`src/rtl/core_rst_seq_pkg.sv`:
```
package core_rst_seq_pkg;
  // bit positions in the low nibble of the control word
  localparam int B_RST = 0;
  localparam int B_REJ = 1;
  localparam int B_CLK = 2;
  localparam int B_FGC = 3;
  localparam int LOW_W = 4;

  typedef enum logic [3:0] {
    S_IDLE, S_CHK, S_WREJ, S_WBSY, S_HOLD, S_PARK,
    S_ERST, S_EW1, S_ECLR, S_EW2, S_EW3, S_DONE
  } seq_state_t;

  // running means: of clock, reset and reject only clock is set
  function automatic logic core_is_up(input logic [LOW_W-1:0] low);
    return low[B_CLK] && !low[B_RST] && !low[B_REJ];
  endfunction
endpackage

```
`src/rtl/seq_dwell_timer.sv`:
```
module seq_dwell_timer #(
  parameter int MAX_US = 10,
  localparam int US_W = $clog2(MAX_US + 1)
) (
  input  logic            clk,
  input  logic            rst_n,
  input  logic            start,
  input  logic [US_W-1:0] len_us,
  input  logic            tick,
  output logic            elapsed
);
  logic [US_W-1:0] remain_q;

  always_ff @(posedge clk or negedge rst_n) begin
    if (!rst_n) remain_q <= '0;
    else if (start) remain_q <= len_us;
    else if (tick && remain_q != '0) remain_q <= remain_q - 1'b1;
  end

  assign elapsed = (remain_q == '0);
endmodule

```
`src/rtl/seq_wait_guard.sv`:
```
module seq_wait_guard #(
  parameter int LIMIT = 32,
  localparam int G_W = $clog2(LIMIT + 1)
) (
  input  logic clk,
  input  logic rst_n,
  input  logic run,
  output logic expired
);
  logic [G_W-1:0] cnt_q;

  always_ff @(posedge clk or negedge rst_n) begin
    if (!rst_n) cnt_q <= '0;
    else if (!run) cnt_q <= '0;
    else if (!expired) cnt_q <= cnt_q + 1'b1;
  end

  assign expired = (cnt_q == G_W'(LIMIT));
endmodule

```
`src/rtl/core_rst_seq.sv`:
```
module core_rst_seq
  import core_rst_seq_pkg::*;
#(
  parameter int FLAG_W     = 8,
  parameter int SHORT_US   = 1,
  parameter int LONG_US    = 10,
  parameter int WAIT_LIMIT = 32,
  localparam int CTRL_W    = FLAG_W + LOW_W,
  localparam int US_W      = $clog2(LONG_US + 1)
) (
  input  logic              clk,
  input  logic              rst_n,
  input  logic              cmd_en,
  input  logic              cmd_dis,
  input  logic [FLAG_W-1:0] cmd_flags,
  input  logic              rej_ack,
  input  logic              busy,
  input  logic              serr,
  input  logic              ib_err,
  input  logic              tmo_err,
  input  logic              us_tick,
  output logic [CTRL_W-1:0] ctl_word,
  output logic              clr_high,
  output logic              clr_err,
  output logic              done,
  output logic              core_up,
  output logic              hs_err
);
  seq_state_t        st_q;
  logic [CTRL_W-1:0] ctl_q;
  logic [FLAG_W-1:0] flags_q;
  logic              mode_en_q;
  logic              hs_err_q;

  // named internal events
  logic              seq_active;
  logic              cmd_take;
  logic              dwell_start;
  logic [US_W-1:0]   dwell_len;
  logic              dwell_elapsed;
  logic              guard_run;
  logic              guard_expired;

  function automatic logic [CTRL_W-1:0] mk_ctl(input logic fgc, input logic rst,
                                               input logic rej, input logic clk_en,
                                               input logic [FLAG_W-1:0] f);
    logic [CTRL_W-1:0] w;
    w = '0;
    w[B_FGC] = fgc;
    w[B_RST] = rst;
    w[B_REJ] = rej;
    w[B_CLK] = clk_en;
    w[CTRL_W-1:LOW_W] = f;
    return w;
  endfunction

  assign seq_active = (st_q != S_IDLE);
  assign cmd_take   = !seq_active && (cmd_en || cmd_dis);
  assign guard_run  = (st_q == S_WREJ && !rej_ack) || (st_q == S_WBSY && busy);

  always_comb begin
    dwell_start = 1'b0;
    dwell_len   = US_W'(SHORT_US);
    case (st_q)
      S_WBSY: if (!busy) begin
        dwell_start = 1'b1;
        dwell_len   = US_W'(LONG_US);
      end
      S_ERST, S_ECLR: dwell_start = 1'b1;
      S_EW2: dwell_start = dwell_elapsed;
      default: ;
    endcase
  end

  seq_dwell_timer #(.MAX_US(LONG_US)) u_dwell (
    .clk(clk), .rst_n(rst_n), .start(dwell_start), .len_us(dwell_len),
    .tick(us_tick), .elapsed(dwell_elapsed)
  );

  seq_wait_guard #(.LIMIT(WAIT_LIMIT)) u_guard (
    .clk(clk), .rst_n(rst_n), .run(guard_run), .expired(guard_expired)
  );

  always_ff @(posedge clk or negedge rst_n) begin
    if (!rst_n) begin
      st_q      <= S_IDLE;
      ctl_q     <= '0;
      flags_q   <= '0;
      mode_en_q <= 1'b0;
      hs_err_q  <= 1'b0;
    end else begin
      case (st_q)
        S_IDLE: if (cmd_take) begin
          flags_q   <= cmd_flags;
          mode_en_q <= cmd_en;
          hs_err_q  <= 1'b0;
          st_q      <= S_CHK;
        end
        S_CHK: begin
          if (ctl_q[B_RST]) st_q <= mode_en_q ? S_ERST : S_DONE;
          else if (!ctl_q[B_CLK]) st_q <= S_PARK;
          else begin
            ctl_q <= mk_ctl(1'b0, 1'b0, 1'b1, 1'b1, '0);
            st_q  <= S_WREJ;
          end
        end
        S_WREJ: begin
          if (rej_ack) st_q <= S_WBSY;
          else if (guard_expired) begin
            hs_err_q <= 1'b1;
            st_q     <= S_PARK;
          end
        end
        S_WBSY: begin
          if (!busy) begin
            ctl_q <= mk_ctl(1'b1, 1'b1, 1'b1, 1'b1, flags_q);
            st_q  <= S_HOLD;
          end else if (guard_expired) begin
            hs_err_q <= 1'b1;
            st_q     <= S_PARK;
          end
        end
        S_HOLD: if (dwell_elapsed) st_q <= S_PARK;
        S_PARK: begin
          ctl_q <= mk_ctl(1'b0, 1'b1, 1'b1, 1'b0, flags_q);
          st_q  <= mode_en_q ? S_ERST : S_DONE;
        end
        S_ERST: begin
          ctl_q <= mk_ctl(1'b1, 1'b1, 1'b0, 1'b1, flags_q);
          st_q  <= S_EW1;
        end
        S_EW1: if (dwell_elapsed) st_q <= S_ECLR;
        S_ECLR: begin
          ctl_q <= mk_ctl(1'b1, 1'b0, 1'b0, 1'b1, flags_q);
          st_q  <= S_EW2;
        end
        S_EW2: if (dwell_elapsed) begin
          ctl_q <= mk_ctl(1'b0, 1'b0, 1'b0, 1'b1, flags_q);
          st_q  <= S_EW3;
        end
        S_EW3: if (dwell_elapsed) st_q <= S_DONE;
        S_DONE: st_q <= S_IDLE;
        default: st_q <= S_IDLE;
      endcase
    end
  end

  assign ctl_word = ctl_q;
  assign done     = (st_q == S_DONE);
  assign clr_high = (st_q == S_ECLR) && serr;
  assign clr_err  = (st_q == S_ECLR) && (ib_err || tmo_err);
  assign core_up  = core_is_up(ctl_q[LOW_W-1:0]);
  assign hs_err   = hs_err_q;
endmodule

```
`config.mk`:
```
export PLATFORM = sky130hd
export DESIGN_NAME = core_rst_seq
export DESIGN_NICKNAME = d
export VERILOG_FILES = /design/src/rtl/core_rst_seq_pkg.sv /design/src/rtl/seq_dwell_timer.sv /design/src/rtl/seq_wait_guard.sv /design/src/rtl/core_rst_seq.sv
export SDC_FILE = /design/constraint.sdc
export NUM_CORES = 1
export LEC_CHECK = 0
export BUFFER_PORTS_ARGS = -buffer_cell sky130_fd_sc_hd__buf_2
export CELL_PAD_IN_SITES_DETAIL_PLACEMENT = 0
export CELL_PAD_IN_SITES_GLOBAL_PLACEMENT = 2
export CORE_MARGIN = 2
export CORE_UTILIZATION = 35
export DETAILED_ROUTE_END_ITERATION = 8
export PLACE_DENSITY_LB_ADDON = 0.25
export SLEW_MARGIN = 10
export SYNTH_ARGS = -nofsm -noshare
export SYNTH_HDL_FRONTEND = slang
export SYNTH_SLANG_ARGS = --single-unit
```
`constraint.sdc`:
```
create_clock -name clk -period 2.8 [get_ports clk]
set_clock_uncertainty 0.2 [all_clocks]
set_input_delay 0.14 -clock clk [delete_from_list [all_inputs] [get_ports clk]]
set_output_delay 0.14 -clock clk [all_outputs]
set_load 0.01 [all_outputs]
```
==> results of run 1 <==
stage by stage:
| step | instances | area [µm²] | util |
|---|---|---|---|
| after floorplan | 228 | 2180 | - |
| after global placement | 330 | 2410 | 0.405 |
| after detailed placement | 330 | 2410 | 0.405 |
| after CTS | 349 | 2610 | 0.438 |
| after global routing | 349 | 2610 | 0.438 |
| final | 349 | 2610 | 0.438 |
power by group:
group	total [mW]	switching [mW]	leakage, nW	internal, mW
Combinational	1.49	0.805	0.644	0.689
Sequential	0.940	0.225	0.459	0.716
Clock	0.373	0.200	0.0479	0.173
Yosys cell counts, drive strengths merged (4+ instances only):
library cell / instances / share of area
nor3: 6 / 0.014
nand2b: 5 / 0.014
o21ai: 17 / 0.039
a211oi: 5 / 0.017
o22ai: 5 / 0.020
mux2i: 10 / 0.046
nor4: 4 / 0.014
a21oi: 10 / 0.025
nand3: 5 / 0.011
nor2b: 4 / 0.011
dfrtp: 36 / 0.41
inv: 20 / 0.034
nor2: 21 / 0.036
mux2: 9 / 0.046
nand2: 4 / 0.0069
buf: 11 / 0.033
final cells by class:
| type | instances | area share |
|---|---|---|
| clock inverter | 3 | 0.00719 |
| tap | 75 | 0.0360 |
| clock buffer | 5 | 0.0264 |
| multi-input combinational | 158 | 0.429 |
| timing repair buffer | 52 | 0.128 |
| inverter | 20 | 0.0288 |
| sequential | 36 | 0.345 |
cell families after synthesis:
group,count (synthesis)
simple gates,69
compound gates,60
flops,36
buf+inv,34
mux,19
xor+xnor,6
fa+ha+maj,4
routing by layer:
layer  global-route usage  vias to the layer above  routed length (µm)
li1                     -                      906                   -
met1                0.225                      875                2680
met2                0.245                       39                2390
met3               0.0318                        5                 211
met4               0.0522                        0                  54
met5                    0                        -                   0
worst max-delay path, stage by stage, from the launching register on:
cell and delay, ns:
dfrtp_1 0.38, inv_1 0.10, ha_1 0.18, nor3b_1 0.56
o22ai_2 0.16, a32oi_1 0.19, buf_4 0.24, mux2i_1 0.21
final timing paths:
| check | slack (ns) | end | cells after the start |
|---|---|---|---|
| worst max-delay path | 0.52 | ctl_word[7] | 7 |
| worst min-delay path | 0.01 | u_dwell.remain_q[1] | 4 |
| worst max register to register | 0.52 | ctl_word[7] | 7 |
| worst min register to register | 0.29 | flags_q[4] | 1 |
| max in group asynchronous | 1.58 | u_guard.cnt_q[0] | 2 |
| min in group asynchronous | 0.28 | flags_q[5] | 2 |
what timing repair did:
item | 4_1_cts | 5_1_grt
hold buffers | 11 | 0
endpoints found under the hold margin | 45 | 0
resized for setup | 0 | 0
registers in the layout, indices dropped and copies added (netlist names), named ones only:
name and cells:
hs_err 1, u_guard.cnt_q 6, ctl_word 11, flags_q 8, st_q 4, u_dwell.remain_q 4, mode_en_q 1
==> results.py, run 1 <==
metrics = {
    "outcome": {
        "status": "complete, no violations",
    },
    "timing": {
        "finalCritPeriodShare": 0.815,
        "fin_crit_ns": 2.28,
        "relSlewSlack": 0.435,
        "fmax_mhz": 438,
        "rsz0062_at_grt": "no",
        "timing.final.ws_setup_ns": 0.519,
        "setup_viol": 0,
        "hold_viol": 0,
        "hold_ws_ns": 0.0142,
        "tightest_slew_ns": 0.848,
        "drv_slew": 0,
        "tns_ns": 0,
    },
    "route": {
        "dr.first_iter.drc_count": 78,
        "vias": 1825,
        "ant_nets": 0,
        "avgRoutedWirePerCell_um": 15.3,
        "drcViolationCount": 0,
        "routed_wl_um": 5330,
        "avgViaCountPerCell": 5.23,
        "drt-pass1-iter-count": 4,
    },
    "final_layout": {
        "seq_area_um2": 901,
        "drive_above_1_share": 0.215,
        "syn_to_final_growth_pct": 19.7,
        "n_antenna_cell": 0,
        "fill_cells": 603,
        "layout_commonest_cell": "dfrtp_1",
        "layout_common_cells": "dfrtp_1, buf_2, nor2_1, inv_1, o21ai_0",
        "fin_nets": 294,
        "multi_input_area_mm2": 0.00112,
    },
    "min_path": {
        "hp-class": "input pin to flip-flop",
        "min_from": "us_tick",
    },
    "yosys": {
        "synth-simple-area-share": 0.179,
        "syn_area_per_cell_um2": 9.56,
        "ys_types": 64,
        "synth_fa_ha_area_frac": 0.0218,
        "synthesis.instances": 228,
        "yosys_register_bits": 36,
        "synth_top_family_by_area": "compound AO/OA/AOI/OAI gates",
        "synth_edf_count": 0,
        "synth_seq_area_share": 0.413,
        "yosysWarnings": 0,
        "synth_compound_gate_area_share": 0.197,
        "synth_xor_area_frac": 0.0241,
        "ys_async_sr_fraction": 1.00,
        "synthFlopType": "dfrtp_1",
        "synthMuxAreaShare": 0.0924,
        "syn_area_mm2": 0.00218,
        "syn_nets": 249,
    },
    "floorplanning": {
        "dieArea_mm2": 0.00687,
        "pin_count": 35,
        "core-area_mm2": 0.00596,
        "die_x_um": 82.9,
        "row_count": 28,
        "die_h_um": 82.9,
        "start_util": 0.366,
    },
    "pwr": {
        "finalPower_mw": 2.81,
        "vdd.ir_drop.worst_mv": 0.401,
        "power.leakage_nw": 1.15,
        "power_density_mw_per_mm2": 1080,
    },
    "critical_path": {
        "crit_start": "u_dwell.remain_q[0]",
        "criticalPathCategory": "flip-flop to flip-flop",
        "worstSetupEndpointType": "flip-flop",
        "crit_arrival_ns": 2.30,
        "required_ns": 2.82,
        "start_kind": "flip-flop",
        "cp_max_fo": 10,
        "r2r-start": "u_dwell.remain_q[0]",
    },
    "place": {
        "dp_slack_ns": 0.523,
        "dp_hpwl_um": 3650,
        "place_congestion": 0.784,
        "port_buffers": 34,
    },
    "clock_network": {
        "clock_path_buffers": 2,
        "cts_tree": "yes",
        "cts.sinks": 36,
        "root_buffer": "clkbuf_8",
        "htreeDepth": 2,
        "cts.clk_slew.worst_paths_ns": 0.08,
        "postCtsSetupRepairBufs": 0,
        "clkLatencyLatePin_ns": 0.29,
        "cts_made_buffers": 5,
    },
    "global_routing": {
        "grt_usage": 0.160,
        "grt_pass1_vias": 1790,
        "grt_pass1_wl_um": 8940,
        "globalRouteOverflowTotal": 0,
        "antenna_found_initial": 0,
        "grt_start_max_net_pins": 37,
    },
    "flow_run": {
        "drv_cap": 0,
    },
}
(Power assumes the default switching activity.)
==> run 2: changes to the inputs <==
clock period = 2.3 ns   (was 2.8 ns; I/O delays follow)
==> results.py, run 2 (synthesis results as in run 1) <==
metrics = {
    "clock_network": {
        "root_buffer": "clkbuf_8",
        "cts_made_buffers": 5,
        "clkLatencyLatePin_ns": 0.29,
        "clock_path_buffers": 2,
        "cts.clk_slew.worst_paths_ns": 0.07,
        "htreeDepth": 2,
        "cts_tree": "yes",
        "postCtsSetupRepairBufs": 0,
        "cts.sinks": 36,
    },
    "timing": {
        "timing.final.ws_setup_ns": 0.131,
        "tightest_slew_ns": 0.830,
        "hold_viol": 0,
        "drv_slew": 0,
        "tns_ns": 0,
        "fmax_mhz": 461,
        "relSlewSlack": 0.447,
        "hold_ws_ns": 0.0242,
        "fin_crit_ns": 2.17,
        "setup_viol": 0,
        "rsz0062_at_grt": "no",
        "finalCritPeriodShare": 0.943,
    },
    "critical_path": {
        "cp_max_fo": 12,
        "r2r-end": "mode_en_q",
        "required_ns": 2.27,
        "cp_common_cell": "buf_4",
        "r2r-start": "st_q[1]",
        "crit_start": "st_q[1]",
        "critical-path-max-stage-delay_ns": 0.55,
        "start_kind": "flip-flop",
        "slowest_stage": "dlygate4sd3_1",
        "reg2reg_depth": 6,
        "crit_arrival_ns": 2.14,
        "criticalPathCategory": "flip-flop to flip-flop",
        "critical_path_cell_count": 6,
        "path_buf_inv": 3,
        "worstSetupEndpointType": "flip-flop",
        "crit_path_end": "mode_en_q",
        "crit_chain": "buf_4 > nor4_4 > buf_4 > nand2_1 > a22o_1 > dlygate4sd3_1",
        "crit_family": "buffers and inverters",
        "rrSetupSlack_ns": 0.13,
    },
    "route": {
        "avgViaCountPerCell": 5.18,
        "routed_wl_um": 5280,
        "ant_nets": 0,
        "vias": 1865,
        "avgRoutedWirePerCell_um": 14.7,
        "drt-pass1-iter-count": 4,
        "dr.first_iter.drc_count": 120,
        "drcViolationCount": 0,
    },
    "floorplanning": {
        "die_x_um": 82.9,
        "pin_count": 35,
        "start_util": 0.366,
        "die_h_um": 82.9,
        "dieArea_mm2": 0.00687,
        "core-area_mm2": 0.00596,
        "row_count": 28,
    },
    "place": {
        "dp_slack_ns": 0.250,
        "place_congestion": 0.872,
        "dp_hpwl_um": 3770,
        "post_dp_cell_area_mm2": 0.00249,
        "placedCellCount": 340,
        "port_buffers": 34,
    },
    "pwr": {
        "power.leakage_nw": 1.20,
        "vdd.ir_drop.worst_mv": 0.455,
        "power_density_mw_per_mm2": 1310,
        "finalPower_mw": 3.53,
    },
    "final_layout": {
        "n_antenna_cell": 0,
        "layout_commonest_cell": "dfrtp_1",
        "syn_to_final_growth_pct": 24.1,
        "final_util": 0.454,
        "stdcell_count": 360,
        "largest_reg_flops": 11,
        "stdcell_area_mm2": 0.00271,
        "fin_nets": 305,
        "layout_common_cells": "dfrtp_1, buf_2, nor2_1, inv_1, buf_4",
        "drive_above_1_share": 0.246,
    },
    "global_routing": {
        "grt_start_max_net_pins": 37,
        "grt_usage": 0.166,
        "antenna_found_initial": 0,
        "globalRouteOverflowTotal": 0,
        "grt_pass1_wl_um": 9390,
        "grt_pass1_vias": 1895,
    },
    "flow_run": {
        "drv_cap": 0,
    },
    "min_path": {
        "hp-class": "input pin to flip-flop",
    },
    "outcome": {
        "status": "complete, no violations",
    },
}
-- run 2: changes by cell type in the layout (fill, tap and decap cells not counted), sizes merged --
cell / change
buf: +10
dlygate4sd3: +1
-- run 2: tightest hold or removal path, delay by kind of cell --
kind	cells	cell delay (ns)
and+or+nand+nor	1	0.05
buffers and inverters	1	0.13
AOI/OAI and AO/OA	1	0.18
-- run 2: repair_timing --
item / in CTS / in global routing
setup endpoints to repair: 0 / 1
resized for setup: 0 / 2
hold buffers: 12 / 0
hold endpoints to repair: 46 / 0
-- run 2: area by class of cell --
type	count	area (µm²)
Fill cell	597	3250
Multi-Input combinational cell	158	1130
Sequential cell	36	902
Timing Repair Buffer	63	418
Tap cell	75	93.8
Inverter	20	75.1
Clock buffer	5	68.8
Clock inverter	3	18.8
-- run 2: how the worst min path moves through the flow --
stage          startpoint                    endpoint  depth (start not counted)
2_1_floorplan       rst_n  asynchronous set/reset pin                          0
3_3_place_gp        rst_n                 ctl_word[4]                          1
3_5_place_dp        rst_n                 ctl_word[4]                          1
4_1_cts           rej_ack            u_guard.cnt_q[0]                          3
5_1_grt           rej_ack            u_guard.cnt_q[0]                          3
6_report          rej_ack            u_guard.cnt_q[0]                          3
-- run 2: where the power goes --
part / leakage [nW] / switching (mW) / internal, mW
logic: 0.699 / 1.08 / 0.943
clock network: 0.0479 / 0.232 / 0.211
registers: 0.457 / 0.194 / 0.875
-- run 2: per-layer routing --
layer,global-route usage,part of all wire,vias to the layer above
met4,0.0522,0.015,0
met3,0.0298,0.037,7
li1,-,-,933
met1,0.230,0.49,882
met5,0,0,-
met2,0.262,0.46,43
==> run 3: changes to the inputs <==
clock period = 2.4 ns   (was 2.3 ns; I/O delays follow)
==> results.py, run 3 (synthesis results as in run 1) <==
metrics = {
    "flow_run": {
        "drv_cap": 0,
    },
    "floorplanning": {
        "pin_count": 35,
        "die_h_um": 82.9,
        "start_util": 0.366,
        "dieArea_mm2": 0.00687,
        "core-area_mm2": 0.00596,
        "row_count": 28,
        "die_x_um": 82.9,
    },
    "global_routing": {
        "globalRouteOverflowTotal": 0,
        "grt_pass1_wl_um": 9140,
        "grt_pass1_vias": 1833,
        "grt_start_max_net_pins": 37,
        "antenna_found_initial": 0,
        "grt_usage": 0.162,
    },
    "timing": {
        "tns_ns": 0,
        "finalCritPeriodShare": 0.915,
        "fmax_mhz": 455,
        "tightest_slew_ns": 0.835,
        "drv_slew": 0,
        "setup_viol": 0,
        "fin_crit_ns": 2.20,
        "rsz0062_at_grt": "no",
        "hold_viol": 0,
        "relSlewSlack": 0.443,
    },
    "critical_path": {
        "worstSetupEndpointType": "flip-flop",
        "crit_arrival_ns": 2.18,
        "crit_family": "simple AND/OR/NAND/NOR gates",
        "r2r-start": "u_dwell.remain_q[0]",
        "cp_max_fo": 8,
        "start_kind": "flip-flop",
        "critical-path-max-stage-delay_ns": 0.52,
        "crit_chain": "inv_1 > ha_1 > or3b_1 > and2_4 > o32a_1 > o22a_1",
        "path_buf_inv": 1,
        "rrSetupSlack_ns": 0.20,
        "required_ns": 2.39,
        "r2r-end": "u_dwell.remain_q[3]",
        "criticalPathCategory": "flip-flop to flip-flop",
        "slowest_stage": "or3b_1",
        "reg2reg_depth": 6,
    },
    "final_layout": {
        "layout_common_cells": "dfrtp_1, buf_2, nor2_1, inv_1, buf_4",
        "fill_cells": 617,
        "n_antenna_cell": 0,
        "fin_nets": 302,
        "syn_to_final_growth_pct": 22.6,
        "drive_above_1_share": 0.234,
        "stdcell_count": 357,
        "largest_reg_flops": 11,
        "layout_commonest_cell": "dfrtp_1",
    },
    "route": {
        "ant_nets": 0,
        "avgRoutedWirePerCell_um": 15.3,
        "avgViaCountPerCell": 5.22,
        "dr.first_iter.drc_count": 90,
        "vias": 1865,
        "routed_wl_um": 5450,
        "drt-pass1-iter-count": 4,
        "drcViolationCount": 0,
    },
    "clock_network": {
        "root_buffer": "clkbuf_8",
        "cts_tree": "yes",
        "clkLatencyLatePin_ns": 0.29,
        "cts_made_buffers": 5,
        "clock_path_buffers": 2,
        "postCtsSetupRepairBufs": 0,
        "cts.sinks": 36,
        "cts.clk_slew.worst_paths_ns": 0.08,
        "htreeDepth": 2,
    },
    "place": {
        "port_buffers": 34,
        "placedCellCount": 337,
        "dp_hpwl_um": 3790,
        "place_congestion": 0.800,
    },
    "min_path": {
        "min_from": "rej_ack",
        "hold_end": "u_guard.cnt_q[2]",
        "hp-class": "input pin to flip-flop",
        "holdPathStages": 3,
    },
    "pwr": {
        "vdd.ir_drop.worst_mv": 0.432,
        "power_density_mw_per_mm2": 1260,
        "power.leakage_nw": 1.19,
    },
    "outcome": {
        "status": "complete, no violations",
    },
}
[run 3: cell types whose count changed in the layout (fill, tap and decap cells not counted), sizes merged]
| cell | before | now |
|---|---|---|
| buf | 51 | 48 |
[run 3: area by class of cell]
type                       count  area [µm²]  area share
multi-input combinational    158        1120       0.419
sequential                    36         901       0.337
timing repair buffer          60         395       0.148
tap                           75        93.8      0.0351
inverter                      20        75.1      0.0281
clock buffer                   5        68.8      0.0257
clock inverter                 3        18.8     0.00702
[run 3: tightest hold or removal path: stages]
cell and delay [ns]:
buf_2 0.14, a211o_4 0.18, a21oi_1 0.04
[run 3: per-layer routing]
metal	share of wire	global-route usage
met1	0.50	0.229
met2	0.45	0.252
met3	0.040	0.0368
met4	0.011	0.0402
met5	0	0
[run 3: repair_timing]
action | 4_1_cts | 5_1_grt
gates resized for setup | 0 | 0
hold buffers | 12 | 0
endpoints found under the hold margin | 46 | 0
[run 3: power by group]
part | internal (mW) | switching, mW
logic | 0.869 | 1.03
registers | 0.836 | 0.185
clock network | 0.203 | 0.241
total | 1.91 | 1.45
[run 3: worst max-delay path by stage]
stage	startpoint	to	slack, ns	cells after the start
6_report	u_dwell.remain_q[0]	u_dwell.remain_q[3]	0.20	6
4_1_cts	u_dwell.remain_q[0]	u_dwell.remain_q[3]	0.21	6
3_5_place_dp	u_dwell.remain_q[0]	u_dwell.remain_q[3]	0.24	6
3_3_place_gp	u_dwell.remain_q[0]	u_dwell.remain_q[3]	0.29	6
5_1_grt	st_q[3]	mode_en_q	0.09	6
2_1_floorplan	u_dwell.remain_q[0]	u_dwell.remain_q[3]	0.40	7
[run 3: per-stage QoR]
| stage | hold WS, ns | utilization | total power [mW] | instance area (µm²) | setup WS [ns] |
|---|---|---|---|---|---|
| 5_1_grt | 0.0317 | 0.449 | 3.65 | 2670 | 0.0933 |
| 3_3_place_gp | 0.0728 | 0.414 | 2.90 | 2460 | 0.286 |
| 3_5_place_dp | 0.0789 | 0.414 | 2.89 | 2460 | 0.239 |
| 6_report | 0.0300 | 0.449 | 3.36 | 2670 | 0.205 |
| 2_1_floorplan | -0.376 | - | 2.38 | 2180 | 0.404 |
| 4_1_cts | 0.0182 | 0.449 | 3.37 | 2670 | 0.208 |
